File: config.mk
export PLATFORM = sky130hd
export DESIGN_NAME = irq_redirect_unit
export DESIGN_NICKNAME = d
export VERILOG_FILES = /design/src/rtl/irq_rt_pkg.sv /design/src/rtl/irq_rt_pin.sv /design/src/rtl/irq_rt_arb.sv /design/src/rtl/irq_redirect_unit.sv
export SDC_FILE = /design/constraint.sdc
export NUM_CORES = 1
export LEC_CHECK = 0
export ABC_AREA = 1
export BUFFER_PORTS_ARGS = -buffer_cell sky130_fd_sc_hd__buf_2
export CORE_ASPECT_RATIO = 1.75
export CORE_MARGIN = 3
export CORE_UTILIZATION = 45
export CTS_CLUSTER_SIZE = 28
export DETAILED_ROUTE_END_ITERATION = 12
export PLACE_DENSITY_LB_ADDON = 0.3
export REMOVE_ABC_BUFFERS = 1
export SYNTH_ARGS = -nofsm -noshare
export SYNTH_HDL_FRONTEND = slang
export SYNTH_SLANG_ARGS = --single-unit
File: constraint.sdc
create_clock -name clk -period 2.5 [get_ports clk]
set_clock_uncertainty 0.2 [all_clocks]
set_input_delay 0.25 -clock clk [delete_from_list [all_inputs] [get_ports clk]]
set_output_delay 0.25 -clock clk [all_outputs]
set_load 0.05 [all_outputs]
File: src/rtl/irq_rt_pkg.sv
package irq_rt_pkg;
  localparam int VEC_W  = 8;
  localparam int DEST_W = 8;
  localparam int WORD_W = 32;

  // bit positions in the low word (software-visible layout)
  localparam int B_DMODE = 11;
  localparam int B_PEND  = 12;
  localparam int B_POL   = 13;
  localparam int B_RIRR  = 14;
  localparam int B_TRIG  = 15;
  localparam int B_MASK  = 16;
  localparam int B_DEST  = 24;   // in the high word

  typedef enum logic [2:0] {
    DM_FIXED  = 3'b000,
    DM_LOWPRI = 3'b001,
    DM_SMI    = 3'b010,
    DM_RSV3   = 3'b011,
    DM_NMI    = 3'b100,
    DM_INIT   = 3'b101,
    DM_RSV6   = 3'b110,
    DM_EXTINT = 3'b111
  } dmode_e;

  typedef struct packed {
    logic [DEST_W-1:0] dest;
    logic              mask;
    logic              trig;
    logic              pol;
    logic              dst_logical;
    dmode_e            mode;
    logic [VEC_W-1:0]  vec;
  } rt_cfg_t;

  localparam rt_cfg_t CFG_RESET = '{dest: '0, mask: 1'b1, trig: 1'b0, pol: 1'b0,
                                    dst_logical: 1'b0, mode: DM_FIXED, vec: '0};

  function automatic logic mode_reserved(dmode_e m);
    return (m == DM_RSV3) || (m == DM_RSV6);
  endfunction

  // only fixed and lowest-priority honour level triggering
  function automatic logic mode_level_ok(dmode_e m);
    return (m == DM_FIXED) || (m == DM_LOWPRI);
  endfunction
endpackage

File: src/rtl/irq_rt_pin.sv
module irq_rt_pin
  import irq_rt_pkg::*;
(
  input  logic             clk,
  input  logic             rst,
  input  logic             raw_in,
  input  rt_cfg_t          cfg,
  input  logic             sent,
  input  logic             eoi_valid,
  input  logic [VEC_W-1:0] eoi_vector,
  output logic             pend,
  output logic             rirr
);
  logic act_now, act_q, level_eff, rise, detect, eoi_hit;

  assign act_now   = raw_in ^ cfg.pol;
  assign level_eff = cfg.trig & mode_level_ok(cfg.mode);
  assign rise      = act_now & ~act_q;
  assign eoi_hit   = eoi_valid && (eoi_vector == cfg.vec);

  always_comb begin
    if (cfg.mask || mode_reserved(cfg.mode))
      detect = 1'b0;
    else if (level_eff)
      detect = act_now & ~rirr & ~pend;
    else
      detect = rise;
  end

  always_ff @(posedge clk) begin
    if (rst) begin
      act_q <= 1'b0;
      pend  <= 1'b0;
      rirr  <= 1'b0;
    end else begin
      act_q <= act_now;
      if (sent)        pend <= 1'b0;
      else if (detect) pend <= 1'b1;
      if (sent)             rirr <= level_eff;
      else if (!level_eff)  rirr <= 1'b0;
      else if (eoi_hit)     rirr <= 1'b0;
    end
  end
endmodule

File: src/rtl/irq_rt_arb.sv
module irq_rt_arb #(
  parameter int N     = 24,
  parameter int IDX_W = $clog2(N)
) (
  input  logic [N-1:0]     req,
  output logic             any,
  output logic [IDX_W-1:0] idx
);
  always_comb begin
    any = |req;
    idx = '0;
    for (int i = N - 1; i >= 0; i--)
      if (req[i]) idx = IDX_W'(i);
  end
endmodule

File: src/rtl/irq_redirect_unit.sv
module irq_redirect_unit
  import irq_rt_pkg::*;
#(
  parameter  int NUM_PINS = 24,
  localparam int PIN_W    = $clog2(NUM_PINS),
  localparam int ADDR_W   = PIN_W + 1
) (
  input  logic                clk,
  input  logic                rst,
  input  logic [NUM_PINS-1:0] irq_in,
  input  logic                cfg_we,
  input  logic [ADDR_W-1:0]   cfg_waddr,
  input  logic [WORD_W-1:0]   cfg_wdata,
  input  logic [ADDR_W-1:0]   cfg_raddr,
  output logic [WORD_W-1:0]   cfg_rdata,
  output logic                msg_valid,
  input  logic                msg_ready,
  output logic [VEC_W-1:0]    msg_vector,
  output logic [2:0]          msg_mode,
  output logic                msg_dest_mode,
  output logic [DEST_W-1:0]   msg_dest,
  input  logic                eoi_valid,
  input  logic [VEC_W-1:0]    eoi_vector
);
  localparam logic [PIN_W-1:0] LAST_PIN = PIN_W'(NUM_PINS - 1);

  rt_cfg_t             cfg_q [NUM_PINS];
  logic [NUM_PINS-1:0] pend_vec, rirr_vec, sent_vec;
  logic [PIN_W-1:0]    wpin, rpin, msg_pin, arb_idx;
  logic                wok, rok, fire, arb_any;
  logic                unused_wbits;

  assign wpin  = cfg_waddr[ADDR_W-1:1];
  assign rpin  = cfg_raddr[ADDR_W-1:1];
  assign wok   = cfg_we && (wpin <= LAST_PIN);
  assign rok   = (rpin <= LAST_PIN);
  assign fire  = msg_valid && msg_ready;
  assign unused_wbits = ^{cfg_wdata[23:17], cfg_wdata[B_RIRR], cfg_wdata[B_PEND]};

  // entry storage: status bits are never written from software
  always_ff @(posedge clk) begin
    for (int p = 0; p < NUM_PINS; p++) begin
      if (rst) begin
        cfg_q[p] <= CFG_RESET;
      end else if (wok && wpin == PIN_W'(p)) begin
        if (!cfg_waddr[0]) begin
          cfg_q[p].vec         <= cfg_wdata[VEC_W-1:0];
          cfg_q[p].mode        <= dmode_e'(cfg_wdata[10:8]);
          cfg_q[p].dst_logical <= cfg_wdata[B_DMODE];
          cfg_q[p].pol         <= cfg_wdata[B_POL];
          cfg_q[p].trig        <= cfg_wdata[B_TRIG];
          cfg_q[p].mask        <= cfg_wdata[B_MASK];
        end else begin
          cfg_q[p].dest        <= cfg_wdata[WORD_W-1:B_DEST];
        end
      end
    end
  end

  for (genvar g = 0; g < NUM_PINS; g++) begin : g_pin
    assign sent_vec[g] = fire && (msg_pin == PIN_W'(g));
    irq_rt_pin u_pin (
      .clk        (clk),
      .rst        (rst),
      .raw_in     (irq_in[g]),
      .cfg        (cfg_q[g]),
      .sent       (sent_vec[g]),
      .eoi_valid  (eoi_valid),
      .eoi_vector (eoi_vector),
      .pend       (pend_vec[g]),
      .rirr       (rirr_vec[g])
    );
  end

  irq_rt_arb #(.N(NUM_PINS), .IDX_W(PIN_W)) u_arb (
    .req (pend_vec),
    .any (arb_any),
    .idx (arb_idx)
  );

  // registered message port; a new pin is loaded only when the slot is empty
  always_ff @(posedge clk) begin
    if (rst) begin
      msg_valid     <= 1'b0;
      msg_pin       <= '0;
      msg_vector    <= '0;
      msg_mode      <= '0;
      msg_dest_mode <= 1'b0;
      msg_dest      <= '0;
    end else if (fire) begin
      msg_valid     <= 1'b0;
    end else if (!msg_valid && arb_any) begin
      msg_valid     <= 1'b1;
      msg_pin       <= arb_idx;
      msg_vector    <= cfg_q[arb_idx].vec;
      msg_mode      <= cfg_q[arb_idx].mode;
      msg_dest_mode <= cfg_q[arb_idx].dst_logical;
      msg_dest      <= cfg_q[arb_idx].dst_logical ? cfg_q[arb_idx].dest
                                                  : {4'b0000, cfg_q[arb_idx].dest[3:0]};
    end
  end

  always_ff @(posedge clk) begin
    if (rst || !rok) begin
      cfg_rdata <= '0;
    end else if (cfg_raddr[0]) begin
      cfg_rdata <= {cfg_q[rpin].dest, 24'b0};
    end else begin
      cfg_rdata <= {15'b0, cfg_q[rpin].mask, cfg_q[rpin].trig, rirr_vec[rpin],
                    cfg_q[rpin].pol, pend_vec[rpin], cfg_q[rpin].dst_logical,
                    cfg_q[rpin].mode, cfg_q[rpin].vec};
    end
  end
endmodule

==> reports/metrics.cfg <==
[setup_path]
worstPathArrival_ps = 3840
crit_required_ps = 2850
cp-start-kind = flop
crit_top_cell = nand2_1
rrSetupSlack_ps = -990
cp_max_fo = 38
cp_slowest_cell = o211ai_1
reg2regPathDepth = 31
cp-end-kind = flop
max_stage_delay_ps = 480
cp_top_family = simple AND/OR/NAND/NOR gates
timing.setup.critical_path_class = reg2reg
crit_buf_inv = 4
cp.depth = 31

[die]
die_area_um2 = 86800
core-area_um2 = 82300
die-height_um = 387
dieWidth_um = 224
io_pins = 134
rows = 139
initial_core_util = 0.455

[yosys]
synth_ff_type = edfxtp_1
netlist_area_um2 = 37400
synthesis.instances = 4567
yosysWarnings = 0
yosysTopAreaCellShare = 0.443
netlist_top_cells_area = edfxtp_1 44%, nor2_1 7.6%, dfxtp_1 6.6%
synth.distinct_cells = 39
ys_async_sr_fraction = 0
synth-edff-count = 552
avgSynthCellArea_um2 = 8.19
synth_top_area_cell = edfxtp_1
yosys_register_bits = 675
yosysSeqAreaShare = 0.509

[placement]
place_congestion = 1.04
dp_worst_setup_slack_ps = -997
dp.cells = 5728
io_buffers = 117
dp_hpwl_mm = 123

[power]
power.switching_mw = 12.7
cellLeakagePower_nw = 17.7
share_comb_of_total_power = 0.318
p_int_mw = 22.8
ir_drop_uv = 582
p_per_area_nw_per_um2 = 785
p_clk_frac = 0.301
switching_share = 0.358
finalPower_mw = 35.5
p_seq_frac = 0.382

[sta]
setup_viol = 21
max_freq_mhz = 287
hold_viol = 0
rsz0062_at_grt = true
worst_hold_slack_ps = 21.3
setup_slack_ps = -987
tightest_slew_ps = 848
slew-limit-headroom = 0.429
fin_crit_ps = 3490
fin_crit_sh = 1.39
slew_violations = 0

[grt]
grt_pass1_vias = 35900
grt_pass1_wl_mm = 245
antenna_found_initial = 2
overflow = 0
grt_usage = 0.394
grt_max_degree = 79

[job]
maxCapViolations = 0

[clock_tree]
clockBufferDepth = 3
cts.clk_slew.worst_paths_ps = 70
clkLatencyLatePin_ps = 670
numCtsBuffers = 67
cts_tree = built
clock_sinks = 675
htreeDepth = 3
cts-root-buf = clkbuf_16

[route]
drtAntennaViolNets = 0
viasPerCell = 6.32
drc = 0
wirelength_mm = 174
wl_per_cell_um = 29.4
dr.pass1.iters = 6
dr_total_vias = 37400
drtIter0Drc = 4765

[cells_and_area]
fin_cells = 5919
n_fill_cell = 7684
drive_above_1_share = 0.145
final_common_cell = nor2_1
area_growth_pct = 20.7
num-nets-final = 4888
final_cell_mix = 759 x nor2_1, 552 x edfxtp_1, 516 x nand2_1, 419 x nand3_1, 396 x o21ai_0

[outcome]
outcome = finished with violations
violations = setup timing

[worst_hold_path]
hold_depth = 4
hold_class = in2reg

==> flip-flops by register name (all words and copies together) (netlist names) <==
signal             count
g_pin.u_pin.rirr      24
g_pin.u_pin.act_q     24
msg_vector             8
msg_mode               3
msg_pin                5
msg_dest_mode          1
msg_valid              1
cfg_q                552
msg_dest               8
cfg_rdata             25
g_pin.u_pin.pend      24
==> per-stage QoR <==
| step | util | cell area (µm²) | setup TNS (ps) |
|---|---|---|---|
| floorplan | - | 35800 | -178220 |
| global placement | 0.506 | 41600 | -18230 |
| detailed placement | 0.506 | 41600 | -17900 |
| CTS | 0.544 | 44700 | -15000 |
| global route | 0.549 | 45200 | -21820 |
| finish | 0.549 | 45200 | -16170 |
==> synthesized netlist by cell type, types with 18 or more instances <==
library cell / count
a211oi_1: 33
o221ai_1: 34
nor2_1: 762
nor3_1: 79
dfxtp_1: 123
edfxtp_1: 552
nand4_1: 29
nand2_1: 529
a31oi_1: 30
o2111ai_1: 21
a21oi_1: 380
o21ai_1: 42
xor2_1: 47
clkbuf_1: 270
nand3_1: 460
buf_1: 44
o22ai_1: 66
o21ai_0: 424
xnor2_1: 41
buf_4: 18
o211ai_1: 120
inv_1: 355
a2111oi_0: 18
buf_2: 24
==> kinds of logic after synthesis <==
logic type,after synthesis,synth area share
other cells,1,0.000100
simple gates,1883,0.211
compound gates,1181,0.180
xor+xnor,88,0.0206
buf+inv,739,0.0798
flops,675,0.509
==> final timing paths <==
| path | from | endpoint |
|---|---|---|
| worst max register to register | g_pin[22].u_pin.pend | msg_vector[6] |
| worst min register to register | msg_pin[4] | msg_pin[4] |
| worst min-delay path | cfg_wdata[15] | cfg_q[22][13] |
| worst max-delay path | g_pin[22].u_pin.pend | msg_vector[6] |
==> routing by layer <==
metal	up-vias	track usage	routed length (µm)
met5	-	0	0
met4	0	0.398	21900
met3	917	0.0796	14700
met2	2462	0.661	83700
met1	17600	0.395	53900
li1	16400	-	-
==> power by group through the flow <==
stage	sequential (mW)	clock, mW	combinational [mW]
6_report	13.5	10.7	11.3
5_1_grt	13.6	11.1	11.8
4_1_cts	13.5	10.7	10.4
3_5_place_dp	13.7	0	9.70
3_3_place_gp	13.7	0	9.63
2_1_floorplan	13.8	0	4.64
==> tightest hold or removal path, delay by kind of cell <==
family	cells	cell delay [ps]
buffers and inverters	3	360
and+or+nand+nor	1	160
==> area by class of cell <==
cell class | count | area (µm²) | area share
antenna | 2 | 5.00 | 0.000111
clock buffer | 91 | 1900 | 0.0421
clock inverter | 31 | 333 | 0.00737
inverter | 367 | 1420 | 0.0315
multi-input combinational | 3159 | 15900 | 0.351
sequential | 675 | 19000 | 0.421
tap | 1057 | 1320 | 0.0293
timing repair buffer | 537 | 5300 | 0.117
==> timing repair <==
action	in CTS	in global routing
hold endpoints to repair	223	0
setup buffers	11	5
cloned	7	2
setup endpoints to repair	21	27
resized for setup	52	102
pin swaps	20	33
hold buffers	43	0
(Power assumes the default switching activity.)
